## src/rtl/usbp_pkg.sv

```systemverilog
package usbp_pkg;
  typedef enum logic [1:0] {
    PS_DETACHED = 2'd0,
    PS_IDLE     = 2'd1,
    PS_BUSRST   = 2'd2,
    PS_ACTIVE   = 2'd3
  } port_state_e;

  localparam int B_CONN  = 0;
  localparam int B_CCHG  = 1;
  localparam int B_EN    = 2;
  localparam int B_ECHG  = 3;
  localparam int B_RST   = 4;
  localparam int B_SPDLO = 5;
  localparam int B_SPDHI = 6;

  localparam int I_PCIE  = 0;
  localparam int I_SOFIE = 1;
  localparam int I_SOFF  = 2;
endpackage

```

## src/rtl/usbp_uframe_timer.sv

```systemverilog
module usbp_uframe_timer #(
  parameter int unsigned PERIOD_NARROW = 7500,
  parameter int unsigned PERIOD_WIDE   = 3750
) (
  input  logic clk,
  input  logic rst,
  input  logic wide_i,
  output logic tick_o
);
  localparam int unsigned PMAX = (PERIOD_NARROW > PERIOD_WIDE) ? PERIOD_NARROW : PERIOD_WIDE;
  localparam int CW = $clog2(PMAX);

  logic [CW-1:0] cnt_q;
  logic [CW-1:0] last;

  assign last = wide_i ? CW'(PERIOD_WIDE - 1) : CW'(PERIOD_NARROW - 1);

  always_ff @(posedge clk) begin
    if (rst) begin
      cnt_q  <= '0;
      tick_o <= 1'b0;
    end else if (cnt_q >= last) begin
      cnt_q  <= '0;
      tick_o <= 1'b1;
    end else begin
      cnt_q  <= cnt_q + 1'b1;
      tick_o <= 1'b0;
    end
  end

  // the microframe start is a single-cycle pulse
  p_tick_single_r2: assert property (@(posedge clk) disable iff (rst)
    tick_o |=> !tick_o);
endmodule

```

## src/rtl/usbp_port_ctl.sv

```systemverilog
module usbp_port_ctl
  import usbp_pkg::*;
#(
  parameter int unsigned RESET_TICKS = 80
) (
  input  logic       clk,
  input  logic       rst,
  input  logic       attach_i,
  input  logic [1:0] speed_i,
  input  logic       tick_i,
  input  logic       wr_i,
  input  logic [7:0] wdata_i,
  output logic [7:0] portsc_o
);
  localparam int TW = $clog2(RESET_TICKS + 1);

  port_state_e st_q;
  logic          conn_q, cchg_q, echg_q;
  logic [TW-1:0] tcnt_q;
  logic [1:0]    spd_q;
  logic          start_req, rst_last;

  assign start_req = wr_i && wdata_i[B_RST] && attach_i &&
                     (st_q == PS_IDLE || st_q == PS_ACTIVE);
  assign rst_last  = tick_i && (tcnt_q == TW'(RESET_TICKS - 1));

  always_ff @(posedge clk) begin
    if (rst) begin
      st_q   <= PS_DETACHED;
      conn_q <= 1'b0;
      cchg_q <= 1'b0;
      echg_q <= 1'b0;
      tcnt_q <= '0;
      spd_q  <= 2'b00;
    end else begin
      conn_q <= attach_i;
      cchg_q <= (cchg_q & ~(wr_i & wdata_i[B_CCHG])) | (attach_i ^ conn_q);
      echg_q <= echg_q & ~(wr_i & wdata_i[B_ECHG]);
      if (!attach_i) begin
        st_q <= PS_DETACHED;
      end else begin
        case (st_q)
          PS_DETACHED: st_q <= PS_IDLE;
          PS_IDLE, PS_ACTIVE: begin
            if (start_req) begin
              st_q   <= PS_BUSRST;
              tcnt_q <= '0;
            end
          end
          PS_BUSRST: begin
            if (rst_last) begin
              st_q   <= PS_ACTIVE;
              echg_q <= 1'b1;
              spd_q  <= speed_i;
            end else if (tick_i) begin
              tcnt_q <= tcnt_q + 1'b1;
            end
          end
          default: st_q <= PS_DETACHED;
        endcase
      end
    end
  end

  assign portsc_o = {1'b0, spd_q, (st_q == PS_BUSRST), echg_q,
                     (st_q == PS_ACTIVE), cchg_q, conn_q};

  // an accepted start shows reset and a disabled port
  p_start_r4: assert property (@(posedge clk) disable iff (rst)
    start_req |=> (portsc_o[B_RST] && !portsc_o[B_EN]));
  // a write of 0 cannot shorten a running reset
  p_hold_r6: assert property (@(posedge clk) disable iff (rst)
    (st_q == PS_BUSRST && attach_i && !tick_i && wr_i && !wdata_i[B_RST]) |=> portsc_o[B_RST]);
  // the last counted tick enables the port
  p_done_r5: assert property (@(posedge clk) disable iff (rst)
    (st_q == PS_BUSRST && attach_i && rst_last) |=>
      (!portsc_o[B_RST] && portsc_o[B_EN] && portsc_o[B_ECHG]));
  // a detach aborts the reset
  p_abort_r7: assert property (@(posedge clk) disable iff (rst)
    (st_q == PS_BUSRST && !attach_i) |=>
      (!portsc_o[B_RST] && !portsc_o[B_EN] && portsc_o[B_CCHG]));
  // no reset starts without a device
  p_nostart_r10: assert property (@(posedge clk) disable iff (rst)
    !attach_i |=> !portsc_o[B_RST]);
  // speed changes only at the end of a reset
  p_speed_r11: assert property (@(posedge clk) disable iff (rst)
    (st_q != PS_BUSRST) |=> $stable(portsc_o[B_SPDHI:B_SPDLO]));
endmodule

```

## src/rtl/usbp_irq_ctl.sv

```systemverilog
module usbp_irq_ctl
  import usbp_pkg::*;
(
  input  logic       clk,
  input  logic       rst,
  input  logic       tick_i,
  input  logic       port_chg_i,
  input  logic       wr_i,
  input  logic [2:0] wdata_i,
  output logic [2:0] ictl_o,
  output logic       irq_o
);
  logic pcie_q, sofie_q, soff_q;

  always_ff @(posedge clk) begin
    if (rst) begin
      pcie_q  <= 1'b0;
      sofie_q <= 1'b0;
      soff_q  <= 1'b0;
      irq_o   <= 1'b0;
    end else begin
      if (wr_i) begin
        pcie_q  <= wdata_i[I_PCIE];
        sofie_q <= wdata_i[I_SOFIE];
      end
      soff_q <= (soff_q & ~(wr_i & wdata_i[I_SOFF])) | tick_i;
      irq_o  <= (pcie_q & port_chg_i) | (sofie_q & soff_q);
    end
  end

  assign ictl_o = {soff_q, sofie_q, pcie_q};

  // with both sources masked the request stays low
  p_quiet_r9: assert property (@(posedge clk) disable iff (rst)
    (!ictl_o[I_PCIE] && !ictl_o[I_SOFIE]) |=> !irq_o);
  // a tick always leaves the frame flag set
  p_sofflag_r8: assert property (@(posedge clk) disable iff (rst)
    tick_i |=> ictl_o[I_SOFF]);
endmodule

```

## src/rtl/usbp_port_reset_ctl.sv

```systemverilog
module usbp_port_reset_ctl
  import usbp_pkg::*;
#(
  parameter int unsigned PERIOD_NARROW = 7500,
  parameter int unsigned PERIOD_WIDE   = 3750,
  parameter int unsigned RESET_TICKS   = 80
) (
  input  logic       clk,
  input  logic       rst,
  input  logic       phy_wide_i,
  input  logic       dev_attach_i,
  input  logic [1:0] speed_i,
  input  logic       reg_wr_i,
  input  logic       reg_sel_i,
  input  logic [7:0] reg_wdata_i,
  output logic [7:0] portsc_o,
  output logic [2:0] ictl_o,
  output logic       irq_o,
  output logic       sof_tick_o
);
  logic port_wr, ictl_wr, port_chg;

  assign port_wr  = reg_wr_i && !reg_sel_i;
  assign ictl_wr  = reg_wr_i && reg_sel_i;
  assign port_chg = portsc_o[B_CCHG] | portsc_o[B_ECHG];

  usbp_uframe_timer #(
    .PERIOD_NARROW(PERIOD_NARROW),
    .PERIOD_WIDE  (PERIOD_WIDE)
  ) u_timer (
    .clk   (clk),
    .rst   (rst),
    .wide_i(phy_wide_i),
    .tick_o(sof_tick_o)
  );

  usbp_port_ctl #(
    .RESET_TICKS(RESET_TICKS)
  ) u_port (
    .clk     (clk),
    .rst     (rst),
    .attach_i(dev_attach_i),
    .speed_i (speed_i),
    .tick_i  (sof_tick_o),
    .wr_i    (port_wr),
    .wdata_i (reg_wdata_i),
    .portsc_o(portsc_o)
  );

  usbp_irq_ctl u_irq (
    .clk       (clk),
    .rst       (rst),
    .tick_i    (sof_tick_o),
    .port_chg_i(port_chg),
    .wr_i      (ictl_wr),
    .wdata_i   (reg_wdata_i[2:0]),
    .ictl_o    (ictl_o),
    .irq_o     (irq_o)
  );
endmodule

```

## config.mk

```make
export PLATFORM = sky130hd
export DESIGN_NAME = usbp_port_reset_ctl
export DESIGN_NICKNAME = d
export VERILOG_FILES = /design/src/rtl/usbp_pkg.sv /design/src/rtl/usbp_uframe_timer.sv /design/src/rtl/usbp_port_ctl.sv /design/src/rtl/usbp_irq_ctl.sv /design/src/rtl/usbp_port_reset_ctl.sv
export SDC_FILE = /design/constraint.sdc
export NUM_CORES = 1
export LEC_CHECK = 0
export BUFFER_PORTS_ARGS = -buffer_cell sky130_fd_sc_hd__buf_2
export CAP_MARGIN = 20
export CORE_AREA = 5 5 71 73
export CTS_BUF_LIST = sky130_fd_sc_hd__clkbuf_4 sky130_fd_sc_hd__clkbuf_8 sky130_fd_sc_hd__clkbuf_16
export DETAILED_ROUTE_END_ITERATION = 8
export DIE_AREA = 0 0 76 78
export PLACE_DENSITY = 0.64
export SETUP_SLACK_MARGIN = 0.15
export SLEW_MARGIN = 40
export SYNTH_ARGS = -nofsm -noshare
export SYNTH_HDL_FRONTEND = slang
export SYNTH_SLANG_ARGS = --single-unit
```

## constraint.sdc

```tcl
create_clock -name clk -period 3.2 [get_ports clk]
set_input_delay 0.64 -clock clk [delete_from_list [all_inputs] [get_ports clk]]
set_output_delay 0.64 -clock clk [all_outputs]
set_load 0.01 [all_outputs]
```

# Yosys cells after proc, flatten, opt, wreduce, memory -nomap -nowiden

Cells that the tools add are included.

Add/sub/neg operators: 2
Order comparisons: 1
Equal/unequal tests: 8
Multiplexer cells: 12
Bitwise operators: 17
Reduce and logical (&&, ||, !) cells: 16

Operators with widths:

| operator                | number |
|---|---|
| $mux W7                 | 3 |
| $pmux W7 S2             | 1 |
| $add A13 B1 Y13 const B | 1 |
| $ge A13 B13 Y1          | 1 |
| $mux W13                | 1 |
| $and A1 B1 Y1           | 8 |
| $add A7 B1 Y7 const B   | 1 |
| $eq A7 B7 Y1 const B    | 1 |
| $logic_and A1 B1 Y1     | 6 |
| $ne A2 B1 Y1 const B    | 3 |
| $pmux W2 S3             | 1 |
| $reduce_or A2 Y1        | 3 |
| $reduce_and A5 Y1       | 1 |
| $eq A2 B2 Y1 const B    | 2 |
| $mux W1                 | 4 |
| $mux W2                 | 2 |
| $not A1 Y1              | 4 |
| $or A1 B1 Y1            | 4 |
| $reduce_and A3 Y1       | 1 |
| $eq A2 B1 Y1 const B    | 1 |
| $logic_not A2 Y1        | 1 |
| $ne A2 B2 Y1 const B    | 1 |
| $reduce_and A2 Y1       | 1 |
| $reduce_bool A2 Y1      | 1 |
| 3 further kinds         | 3 |

Flip-flop bits (word level): 32
Input port bits: 16
Output and inout port bits: 13
Logic and storage cells: 68

# Logic depth before layout (Yosys ltp)

Gate-level depths: netlist (run 1).

Depth after elaboration: 8
Gate-level depth with buffers: 7
Gate-level depth less buffers: 6

# By module

Synthesis (run 1) repeated with hierarchy kept, for this count alone.

Cells, all modules: 189
Area total of the unflattened synthesis: 1,715.4 µm²

Modules (own cells, without submodules):

| module              | times used | cells each | area each (µm²) | seq. area each (µm²) |
|---|---|---|---|---|
| usbp_uframe_timer   | 1          | 83         | 784.5           | 280.3 |
| usbp_port_ctl       | 1          | 87         | 750.7           | 280.3 |
| usbp_irq_ctl        | 1          | 16         | 157.7           | 80.1 |
| usbp_port_reset_ctl | 1          | 3          | 22.5            | 0.0 |

# Worst setup path before layout (run 1)

OpenSTA, ideal clock, no wires.

Path type: in2reg
Start: input port phy_wide_i
End: register u_timer.cnt_q[10]
Setup time: 0.132 ns
Arrival: 1.949 ns
Required time: 3.068 ns
Setup slack: 1.119 ns
Stages: 7
Path buffers: 1
Cell sequence: inv_1 -> ha_1 -> and4_1 -> nor3b_1 -> o21a_1 -> clkbuf_1 -> nor3_1

Cells in the longest elaborated chain, start to end: 3

RTL lines:

| what                       | line                      | text |
|---|---|---|
| from (decl)                | usbp_port_reset_ctl.sv:10 | `input logic phy_wide_i,` |
| $mux W13                   | usbp_uframe_timer.sv:16   | `assign last = wide_i ? CW'(PERIOD_WIDE - 1) : CW'(PERIOD_NARROW - 1);` |
| $ge A13 B13 Y1             | usbp_uframe_timer.sv:22   | `end else if (cnt_q >= last) begin` |
| $reduce_or A2 Y1 (no line) | n/a                       |  |
| to (signal assigned)       | usbp_uframe_timer.sv:26   | `cnt_q <= cnt_q + 1'b1;` |
| to (decl)                  | usbp_uframe_timer.sv:13   | `logic [CW-1:0] cnt_q;` |

No other way between the ends.
A chain may end at the register's enable or synchronous reset.

# Worst setup path in the final report (run 1)

Start: input port phy_wide_i
End: register u_timer.cnt_q[3]

The elaborated chain is that of the path after synthesis.

==> metrics.yaml, run 1 <==
cells_and_area:
  diodes: 0
  fin_cells: 265
  area_growth_pct: 12.4
  drive_gt1_share_pct: 17.4
  nNetsFinal: 239
route:
  vias: 1395
  drtAntennaViolNets: 0
  vias_per_cell: 5.26
  dr.pass1.iters: 4
  drt_iter0_markers: 73
  wl_per_cell_um: 12.7
  routed_wl_um: 3360
  route.detailed.drc: 0
synth:
  syn_nets: 222
  ys.flop_type: "dfxtp_1"
  synth_xor_area_share_pct: 6.25
  synth-edff-count: 0
  synthAdderAreaFrac_pct: 8.18
  syn_inst: 195
  ys_seq_area_share_pct: 38.1
  synthMuxAreaShare_pct: 0
  yosys_warnings: 0
  synth_compound_gate_area_share_pct: 15.1
  synth_top_family_by_area: "simple AND/OR/NAND/NOR gates"
  ys_ff_latch: 32
  synth-simple-area-share_pct: 25.4
  synth.avg_cell_area_um2: 8.63
  async_flop_share_pct: 0
  synth.cell_area_um2: 1680
  synth_cell_types: 40
timing:
  period_minus_slack_ns: 2.14
  worstMarginPinSlew_ns: 0.545
  fmax_mhz: 468
  tns_ns: 0
  post-route-period-util_pct: 66.8
  setup-violations-final: 0
  fin_skew_ns: 0.00648
  rsz0062_at_grt: "false"
  hold_viol: 0
  max_slew_margin_pct: 63.7
  report.final.slew_viol_count: 0
placed_design:
  place_inst: 257
  dp_hpwl_um: 2450
  place_congestion: 0.728
  numPortBuffers: 24
clock_tree:
  cts_buffers: 5
  cts_hold_buffers: 0
  clock_latency_ns: 0.28
  htree_num_levels: 2
  clkTransAtPathRegs_ns: 0.07
  post_cts_buffers: 0
  root_buffer: "clkbuf_8"
  cts-resized-gates: 0
  cts_tree: "built"
  numClockSinks: 32
  cts_buffer_depth: 2
critical_path:
  crit_path_max_fanout: 13
  path_class: "in -> reg"
  r2r_cells: 5
  worstPathRequired_ns: 3.35
  start_kind: "input port"
  critPathCaptureType: "flop"
  crit_arrival_ns: 2.29
flow_run:
  maxCapViolations: 0
grt:
  grt_pass1_wl_um: 6060
  antenna_found_initial: 0
  grtUsageTotal_pct: 12.1
  grt_max_degree: 19
  grt_pass1_vias: 1369
  grt-ovfl-total: 0
hold_path:
  worstHoldPathCells: 2
  hold_class: "reg -> reg"
floorplan:
  ioPinCount: 29
  start_util_pct: 39.2
  core_area_um2: 4290
  dieArea_um2: 5930
  num_rows: 24
  chipHeight_um: 78
  die_w_um: 76
power_and_ir_drop:
  p_leak_nw: 0.717
  pwr-share-seq_pct: 48.8
  switching_share_pct: 22.3
  power_frac_comb_pct: 5.7
  intPower_w: 0.000657
  ir_drop_mv: 0.177
  pwr-share-clk_pct: 45.4
  power.net_switching_w: 0.000189
  power.density_nw_per_um2: 447
status:
  status: "complete, no violations"
worst max-delay path, stage by stage:
cell and delay, ns:
buf_2 0.17, inv_1 0.11, ha_1 0.31, and4_1 0.23
nor3b_1 0.25, o21a_1 0.46, nor3_1 0.11
placed cells by master, fill, tap and decap left out, types with 2 or more instances in the layout:
master | netlist | layout
a21oi_1 | 18 | 18
a31oi_1 | 3 | 3
and2_1 | 2 | 2
and3_1 | 3 | 3
and4_1 | 2 | 2
buf_2 | 1 | 24
clkbuf_8 | 0 | 5
dfxtp_1 | 32 | 32
ha_1 | 11 | 11
inv_1 | 7 | 7
nand2_1 | 17 | 17
nand3_1 | 10 | 10
nand4_1 | 4 | 4
nor2_1 | 8 | 8
nor2b_1 | 2 | 2
nor3_1 | 17 | 17
nor3b_1 | 3 | 3
nor4_1 | 2 | 2
o21a_1 | 2 | 2
o21ai_0 | 10 | 10
o31ai_1 | 2 | 2
xnor2_1 | 10 | 10
xor2_1 | 2 | 2
final cells by class:
type | instances | area [µm²]
fill | 432 | 2400
multi-input combinational | 142 | 928
sequential | 32 | 641
timing repair buffer | 24 | 120
clock buffer | 5 | 68.8
tap | 52 | 65.1
clock inverter | 3 | 42.5
inverter | 7 | 26.3
power groups by stage:
stage / clock network (W) / registers (W) / logic [W]
floorplan: 0 / 0.000420 / 0.0000345
global placement: 0 / 0.000422 / 0.0000479
detailed placement: 0 / 0.000422 / 0.0000490
CTS: 0.000399 / 0.000413 / 0.0000492
global route: 0.000418 / 0.000414 / 0.0000554
finish: 0.000384 / 0.000413 / 0.0000486
state kept, by name, summed over array words and instances, names as in the netlist:
signal,count
u_timer.cnt_q,13
u_port.tcnt_q,7
u_port.spd_q,2
u_port.st_q,2
u_irq.irq_o,1
u_irq.pcie_q,1
u_irq.soff_q,1
u_irq.sofie_q,1
u_port.cchg_q,1
u_port.conn_q,1
u_port.echg_q,1
u_timer.tick_o,1
synthesized netlist by cell type, drive strengths merged, types with 7 or more instances:
cell type   n  share of area (%)
ha         11                8.2
dfxtp      32                 38
nor3       17                5.1
nand3      10                3.0
o21ai      10                3.0
xnor2      10                5.2
buf        10                4.3
nand2      17                3.8
a21oi      18                5.4
inv         7                1.6
nor2        8                1.8
stage by stage:
step / area [µm²] / total power (W) / worst slack (ns) / util (%) / hold slack, ns
2_1_floorplan: 1680 / 0.000455 / 1.12 / - / 0.446
3_3_place_gp: 1780 / 0.000470 / 0.788 / 41.5 / 0.441
3_5_place_dp: 1780 / 0.000471 / 0.743 / 41.5 / 0.444
4_1_cts: 1890 / 0.000861 / 1.04 / 44.1 / 0.454
5_1_grt: 1890 / 0.000887 / 0.953 / 44.1 / 0.470
6_report: 1890 / 0.000845 / 1.06 / 44.1 / 0.453
worst paths after layout:
path,to,slack [ns],startpoint
worst min-delay path,u_port.spd_q[0],0.45,u_port.spd_q[0]
worst min register to register,u_port.spd_q[0],0.45,u_port.spd_q[0]
worst max-delay path,u_timer.cnt_q[3],1.06,phy_wide_i
worst max register to register,u_port.tcnt_q[5],1.29,u_port.tcnt_q[0]
cell families (layout without fill, tap and decap cells):
family / Yosys count / after routing
AOI/OAI and AO/OA: 40 / 40
xor gates and xnor gates: 12 / 12
adders and majority gates: 11 / 11
buffers and inverters: 21 / 39
DFF: 32 / 32
other: 1 / 1
and+or+nand+nor: 78 / 78
routing by layer:
metal  global-route usage, %  up-vias  part of all wire (%)  wire length [µm]
met5                       0        -                     0                 0
met4                    4.27        0                   1.3                44
met3                    4.51        5                   4.7               159
met2                    19.4       22                    45              1500
met1                    14.9      638                    49              1660
li1                        -      730                     -                 -
(Power assumes the default switching activity.)
==> run 2, diff against run 1 <==
--- a/config.mk
+++ b/config.mk
@@ -11,7 +11,7 @@
 export CTS_BUF_LIST = sky130_fd_sc_hd__clkbuf_4 sky130_fd_sc_hd__clkbuf_8 sky130_fd_sc_hd__clkbuf_16
 export DETAILED_ROUTE_END_ITERATION = 8
 export DIE_AREA = 0 0 76 78
-export PLACE_DENSITY = 0.64
+export PLACE_DENSITY = 0.66
 export SETUP_SLACK_MARGIN = 0.15
 export SLEW_MARGIN = 40
 export SYNTH_ARGS = -nofsm -noshare
==> constraint.sdc (replaced) <==
create_clock -name clk -period 1.8 [get_ports clk]
set_input_delay 0.36 -clock clk [delete_from_list [all_inputs] [get_ports clk]]
set_output_delay 0.36 -clock clk [all_outputs]
set_load 0.01 [all_outputs]
==> run 2 against run 1 <==
  * Global-route usage rose by 0.73 points
  * Clock power rose by 77%
  * Worst setup slack got worse by 0.87 ns
  * Sequential power rose by 77%
==> metrics.yaml, run 2 (same netlist as run 1, synthesis figures left out) <==
timing:
  period_minus_slack_ns: 1.61
  report.final.slew_viol_count: 0  # unchanged
  setup_ws_ns: 0.189  # -0.872 ns
  rsz0062_at_grt: "true"
  whs_ns: 0.325  # -0.129 ns
  post-route-period-util_pct: 89.5
  hold_viol: 0  # unchanged
  fmax_mhz: 621
  setup-violations-final: 0  # unchanged
  fin_skew_ns: 0.00768  # +0.00120 ns
power_and_ir_drop:
  p_leak_nw: 0.840  # +17%
  ir_drop_mv: 0.374  # +110%
  power_frac_comb_pct: 7.8  # +2.1 points
  pwr-share-seq_pct: 47.8  # -1.0 points
  totalPowerFinal_w: 0.00153  # +81%
  power.density_nw_per_um2: 705  # +58%
  intPower_w: 0.00119  # +81%
  pwr-share-clk_pct: 44.5  # -0.9 points
  power.net_switching_w: 0.000345  # +83%
  switching_share_pct: 22.5  # +0.21 points
floorplan:
  core_area_um2: 4290  # unchanged
  chipHeight_um: 78  # unchanged
  dieArea_um2: 5930  # unchanged
  start_util_pct: 39.2  # unchanged
  ioPinCount: 29  # unchanged
  die_w_um: 76  # unchanged
  num_rows: 24  # unchanged
grt:
  antenna_found_initial: 0  # unchanged
  grt_pass1_vias: 1347  # -1.6%
  grt_max_degree: 18  # -1
  grt-ovfl-total: 0  # unchanged
  grtUsageTotal_pct: 12.9  # +0.73 points
  grt_pass1_wl_um: 6200  # +2.4%
clock_tree:
  root_buffer: "clkbuf_8"
  numClockSinks: 32  # unchanged
  clock_latency_ns: 0.28  # about the same
  clkTransAtPathRegs_ns: 0.07  # about the same
  cts_tree: "built"
  htree_num_levels: 2  # unchanged
  cts_buffers: 5  # unchanged
  cts_buffer_depth: 2  # unchanged
route:
  wl_per_cell_um: 13.4  # +5.7%
  drtAntennaViolNets: 0  # unchanged
  route.detailed.drc: 0  # unchanged
  dr.pass1.iters: 4  # unchanged
  routed_wl_um: 3810  # +13%
  drt_iter0_markers: 71  # -2.7%
  vias_per_cell: 5.23  # -0.67%
  vias: 1485  # +6.5%
critical_path:
  crit_start: "u_timer.cnt_q[12]"
  cp-endpoint: "u_timer.cnt_q[12]"
  crit_arrival_ns: 1.82  # -0.47 ns
  cp_slowest_cell: "dfxtp_1"
  r2r-start: "u_timer.cnt_q[12]"
  max_stage_delay_ns: 0.33  # -0.13 ns
  worstPathCellList: "ha_1, a41o_1, a311o_1, buf_4, nor3_1"
  path_class: "reg -> reg"
  r2r_cells: 5  # unchanged
  rr_endpoint: "u_timer.cnt_q[12]"
  r2r_slack_ns: 0.19  # -1.10 ns
  critPathCaptureType: "flop"
  crit_path_max_fanout: 7  # -6
  worstPathRequired_ns: 2.01  # -1.34 ns
  start_kind: "flop"
placed_design:
  numPortBuffers: 24  # unchanged
  pre_cts_ws_ns: -0.169  # -0.912 ns
  place_congestion: 0.766  # +5.2%
  place_inst: 270  # +5.1%
  dp_hpwl_um: 2670  # +9.1%
cells_and_area:
  nNetsFinal: 258  # +7.9%
  largestRegisters: "u_timer.cnt_q: 13 flops, u_port.tcnt_q: 7 flops"
  largest_register_ffs: 13  # unchanged
  regMostFlops: "u_timer.cnt_q"
  drive_gt1_share_pct: 35.3  # +18 points
  final_util_pct: 50.6  # +6.6 points
  fin_cells: 284  # +7.2%
  final_common_cell: "dfxtp_1"
  area_growth_pct: 29.1
  diodes: 0  # unchanged
  mostFrequentLayoutCells: "dfxtp_1 (24), buf_2 (23), buf_4 (19)"
status:
  status: "complete, no violations"
flow_run:
  maxCapViolations: 0  # unchanged
hold_path:
  hold_class: "in -> reg"
-- run 2: timing repair --
action | CTS | global route
setup endpoints to repair | 11 | 18
pin swaps | 2 | 1
hold buffers | 0 | 0
hold endpoints to repair | 0 | 0
buffers inserted | 4 | 2
resized for setup | 6 | 17
-- run 2: worst min-delay path by stage --
stage,start,to,slack (ns),depth (start not counted)
after floorplan,u_irq.sofie_q,u_irq.irq_o,0.45,2
after global placement,u_port.spd_q[0],u_port.spd_q[0],0.44,2
after detailed placement,u_port.spd_q[1],u_port.spd_q[1],0.44,2
after CTS,speed_i[1],u_port.spd_q[1],0.31,3
after global routing,speed_i[0],u_port.spd_q[0],0.33,3
final,speed_i[0],u_port.spd_q[0],0.32,3
-- run 2: stage by stage --
stage,instance area [µm²],TNS [ns]
floorplan,1750,0
global placement,1920,-1.10
detailed placement,1920,-1.62
CTS,2090,0
global route,2170,0
finish,2170,0
-- run 2: power by group through the flow --
stage	sequential (W)	combinational, W	clock, W
2_1_floorplan	0.000748	0.0000676	0
3_3_place_gp	0.000747	0.000105	0
3_5_place_dp	0.000747	0.000106	0
4_1_cts	0.000733	0.000112	0.000705
5_1_grt	0.000734	0.000132	0.000740
6_report	0.000731	0.000119	0.000681
-- run 2: final cells by class --
class | count | area (µm²)
clock buffer | 5 | 68.8
clock inverter | 3 | 42.5
fill | 408 | 2120
inverter | 7 | 26.3
multi-input combinational | 142 | 1050
sequential | 32 | 653
tap | 52 | 65.1
timing repair buffer | 43 | 269
-- run 2: critical path, delay by kind of cell (launching register included) --
family | cells | cell delay, ns
AOI/OAI and AO/OA | 2 | 0.58
DFF | 1 | 0.33
buffers and inverters | 1 | 0.18
adders and majority gates | 1 | 0.29
and+or+nand+nor | 1 | 0.16
-- run 2: per-layer routing --
layer	track usage [%]	vias to the layer above	wire length, µm
li1	-	761	-
met1	15.6	688	1780
met2	20.5	31	1760
met3	3.94	5	210
met4	6.41	0	57
met5	0	-	0
==> run 3, diff against run 2 <==
--- a/config.mk
+++ b/config.mk
@@ -5,12 +5,13 @@
 export SDC_FILE = /design/constraint.sdc
 export NUM_CORES = 1
 export LEC_CHECK = 0
+export ABC_AREA = 1
 export BUFFER_PORTS_ARGS = -buffer_cell sky130_fd_sc_hd__buf_2
 export CAP_MARGIN = 20
-export CORE_AREA = 5 5 71 73
+export CORE_AREA = 5 5 73 75
 export CTS_BUF_LIST = sky130_fd_sc_hd__clkbuf_4 sky130_fd_sc_hd__clkbuf_8 sky130_fd_sc_hd__clkbuf_16
 export DETAILED_ROUTE_END_ITERATION = 8
-export DIE_AREA = 0 0 76 78
+export DIE_AREA = 0 0 78 80
 export PLACE_DENSITY = 0.66
 export SETUP_SLACK_MARGIN = 0.15
 export SLEW_MARGIN = 40
==> run 3 against run 2 <==
  * Global-route usage shrank 0.77 points
  * Sequential power is essentially flat
  * Critical path depth grew 3
  * Area after synthesis grew 6.4%
  * Via count grew 2.4%
  * Synthesized cell count grew 30%
  * Worst setup slack gained 0.10 ns
  * Register-to-register slack gained 0.10 ns
  * Critical path type unchanged
  * Highest routed layer unchanged
==> metrics.yaml, run 3 <==
flow_run:
  maxCapViolations: 0  # unchanged
floorplan:
  die_w_um: 78  # +2.6%
  num_rows: 25  # +4.2%
  dieArea_um2: 6240  # +5.3%
  chipHeight_um: 80  # +2.6%
  core_area_um2: 4600  # +7.1%
  start_util_pct: 38.9  # -0.25 points
  ioPinCount: 29  # unchanged
synth:
  synth_compound_gate_area_share_pct: 6.71  # -8.4 points
  ys_ff_latch: 32  # unchanged
  syn_nets: 281  # +27%
  async_flop_share_pct: 0  # unchanged
  synth_area_leaders: "dfxtp_1 (36%), nand2_1 (12%), nor2_1 (9.4%), ha_1 (7.7%), inv_1 (6.5%)"
  synth_top_family_by_area: "simple AND/OR/NAND/NOR gates"
  yosys.area.top_type: "dfxtp_1"
  synthAdderAreaFrac_pct: 7.69  # -0.49 points
  synth_xor_area_share_pct: 4.89  # -1.4 points
  yosysMostFrequentCell: "nand2_1"
  synth.cell_area_um2: 1790  # +6.4%
  ys_seq_area_share_pct: 35.8  # -2.3 points
  ys.flop_type: "dfxtp_1"
  synth-simple-area-share_pct: 34.0  # +8.6 points
  synthMuxAreaShare_pct: 0  # unchanged
  synth_common_cells: "nand2_1 (58), nor2_1 (45), dfxtp_1 (32)"
  yosys_warnings: 0  # unchanged
  synth_cell_types: 28  # -30%
  synth-edff-count: 0  # unchanged
  synth_top_area_share_pct: 35.8  # -2.3 points
  syn_inst: 254  # +30%
  synth.avg_cell_area_um2: 7.05  # -18%
cells_and_area:
  drive_gt1_share_pct: 17.8  # -18 points
  area_growth_pct: 13.8
  final_area_um2: 2040  # -6.3%
  final_common_cell: "nand2_1"
  nNetsFinal: 307  # +19%
  largestRegisters: "u_timer.cnt_q: 13 flops, u_port.tcnt_q: 7 flops"
  largest_register_ffs: 13  # unchanged
  diodes: 0  # unchanged
  mostFrequentLayoutCells: "nand2_1 (58), nor2_1 (45), dfxtp_1 (32)"
  regMostFlops: "u_timer.cnt_q"
  fillers: 481  # +18%
  multi_input_area_um2: 962  # -8.2%
  register_area_um2: 641  # -1.9%
critical_path:
  critPathCaptureType: "flop"
  worstPathRequired_ns: 1.98  # -0.03 ns
  path_class: "reg -> reg"
  worstPathCellList: "ha_1, nand3_2, inv_2, nand3_4, nor2_4, inv_2, nor2_1, nor2_1"
  timing.critical_path.buf_inv: 2  # +1
  crit_path_max_fanout: 6  # -1
  max_stage_delay_ns: 0.43  # +0.10 ns
  start_kind: "flop"
  cp_slowest_cell: "dfxtp_1"
  critPathTopFamily: "simple AND/OR/NAND/NOR gates"
  crit_arrival_ns: 1.69  # -0.13 ns
route:
  routed_wl_um: 3330  # -13%
  route.detailed.drc: 0  # unchanged
  vias_per_cell: 4.54  # -13%
  vias: 1521  # +2.4%
  drtAntennaViolNets: 0  # unchanged
  dr.pass1.iters: 4  # unchanged
  drt_iter0_markers: 42  # -41%
  wl_per_cell_um: 9.94  # -26%
clock_tree:
  post_cts_buffers: 0  # -4
  cts_buffers: 5  # unchanged
  cts_buffer_depth: 2  # unchanged
  clkTransAtPathRegs_ns: 0.06  # about the same
  numClockSinks: 32  # unchanged
  htree_num_levels: 2  # unchanged
  root_buffer: "clkbuf_8"
  cts_tree: "built"
  clock_latency_ns: 0.29  # about the same
grt:
  grtUsageMet3_pct: 5.19  # +1.3 points
  grt_max_degree: 12  # -6
  use_met1_pct: 14.7  # -0.94 points
  grt_pass1_vias: 1401  # +4.0%
  grt.met2_usage_pct: 18.3  # -2.3 points
  grt-ovfl-total: 0  # unchanged
  grtUsageTotal_pct: 12.1  # -0.77 points
  grt_pass1_wl_um: 6020  # -3.0%
  antenna_found_initial: 0  # unchanged
  top_usage_layer: "met2"
power_and_ir_drop:
  power.net_switching_w: 0.000336  # -2.6%
  pwr-share-seq_pct: 52.2  # +4.4 points
  intPower_w: 0.00107  # -9.8%
  power_frac_comb_pct: 7.1  # -0.7 points
  ir_drop_mv: 0.471  # +26%
  p_leak_nw: 0.925  # +10%
  pwr-share-clk_pct: 40.7  # -3.8 points
  switching_share_pct: 23.9  # +1.4 points
  power.density_nw_per_um2: 690  # -2.0%
hold_path:
  hold_class: "in -> reg"
placed_design:
  place_congestion: 0.876  # +14%
  numPortBuffers: 24  # unchanged
  placed_area_um2: 1940  # +1.2%
  dp_hpwl_um: 2550  # -4.5%
timing:
  rsz0062_at_grt: "false"
  hold_viol: 0  # unchanged
  fmax_mhz: 664  # +6.9%
  setup-violations-final: 0  # unchanged
  fin_skew_ns: 0.00469  # -0.00300 ns
  post-route-period-util_pct: 83.7  # -5.8 points
  tns_ns: 0  # unchanged
  period_minus_slack_ns: 1.51  # -0.104 ns
  report.final.slew_viol_count: 0  # unchanged
status:
  status: "complete, no violations"
-- run 3: cell count changes after synthesis, sizes merged, moves of 4 or more --
| cell | delta |
|---|---|
| xnor2 | -4 |
| nor3 | -15 |
| and3 | -4 |
| nand3 | +9 |
| a21oi | -5 |
| nor2 | +41 |
| nand2 | +44 |
| inv | +26 |
-- run 3: stage by stage --
step           setup WS [ns]  total power (W)  util (%)  hold WS, ns  instances
2_1_floorplan          0.350         0.000821         -        0.430        254
6_report               0.293          0.00141      44.3        0.306        335
4_1_cts                0.271          0.00144      44.2        0.296        335
3_3_place_gp          0.0551         0.000850      42.2        0.454        327
5_1_grt                0.152          0.00149      44.3        0.312        335
3_5_place_dp          0.0126         0.000852      42.2        0.466        327
-- run 3: layout make-up --
type / instances / area share [%]
Sequential cell: 32 / 31.4
Tap cell: 54 / 3.32
Inverter: 33 / 6.08
Clock buffer: 6 / 4.05
Clock inverter: 2 / 0.491
Timing Repair Buffer: 28 / 7.37
Multi-Input combinational cell: 180 / 47.2
-- run 3: tightest hold or removal path: stages --
cell and delay, ns:
buf_2 0.08, nor2_1 0.03, nor2_1 0.09
-- run 3: path summary, 6_finish.rpt --
path                          from         endpoint  slack (ns)  cells past startpoint
setup reg to reg  u_port.tcnt_q[0]  u_port.spd_q[0]        0.29                      8
hold reg to reg      u_irq.sofie_q      u_irq.irq_o        0.47                      2
hold / removal          speed_i[1]  u_port.spd_q[1]        0.31                      3
setup / recovery  u_port.tcnt_q[0]  u_port.spd_q[0]        0.29                      8
-- run 3: layer usage --
metal / wire length, µm / vias up
met5: 0 / -
met4: 62 / 0
met3: 215 / 7
met2: 1450 / 22
met1: 1600 / 654
li1: - / 838
-- run 3: cells by family (layout without fill, tap and decap cells) --
group,count (synthesis),count (layout)
compound gates,23,23
simple gates,135,135
fa+ha+maj,11,11
other cells,1,1
buf+inv,42,69
flops,32,32
xor+xnor,10,10
-- run 3: power by group through the flow --
stage / clock, W / sequential, W / combinational (W)
2_1_floorplan: 0 / 0.000748 / 0.0000728
4_1_cts: 0.000603 / 0.000734 / 0.000102
3_5_place_dp: 0 / 0.000751 / 0.000102
6_report: 0.000573 / 0.000734 / 0.0000992
5_1_grt: 0.000639 / 0.000736 / 0.000114
3_3_place_gp: 0 / 0.000750 / 0.0000994
-- run 3: timing repair --
action / 4_1_cts / 5_1_grt
hold buffers: 0 / 0
resized for setup: 0 / 1
setup endpoints to repair: 0 / 2
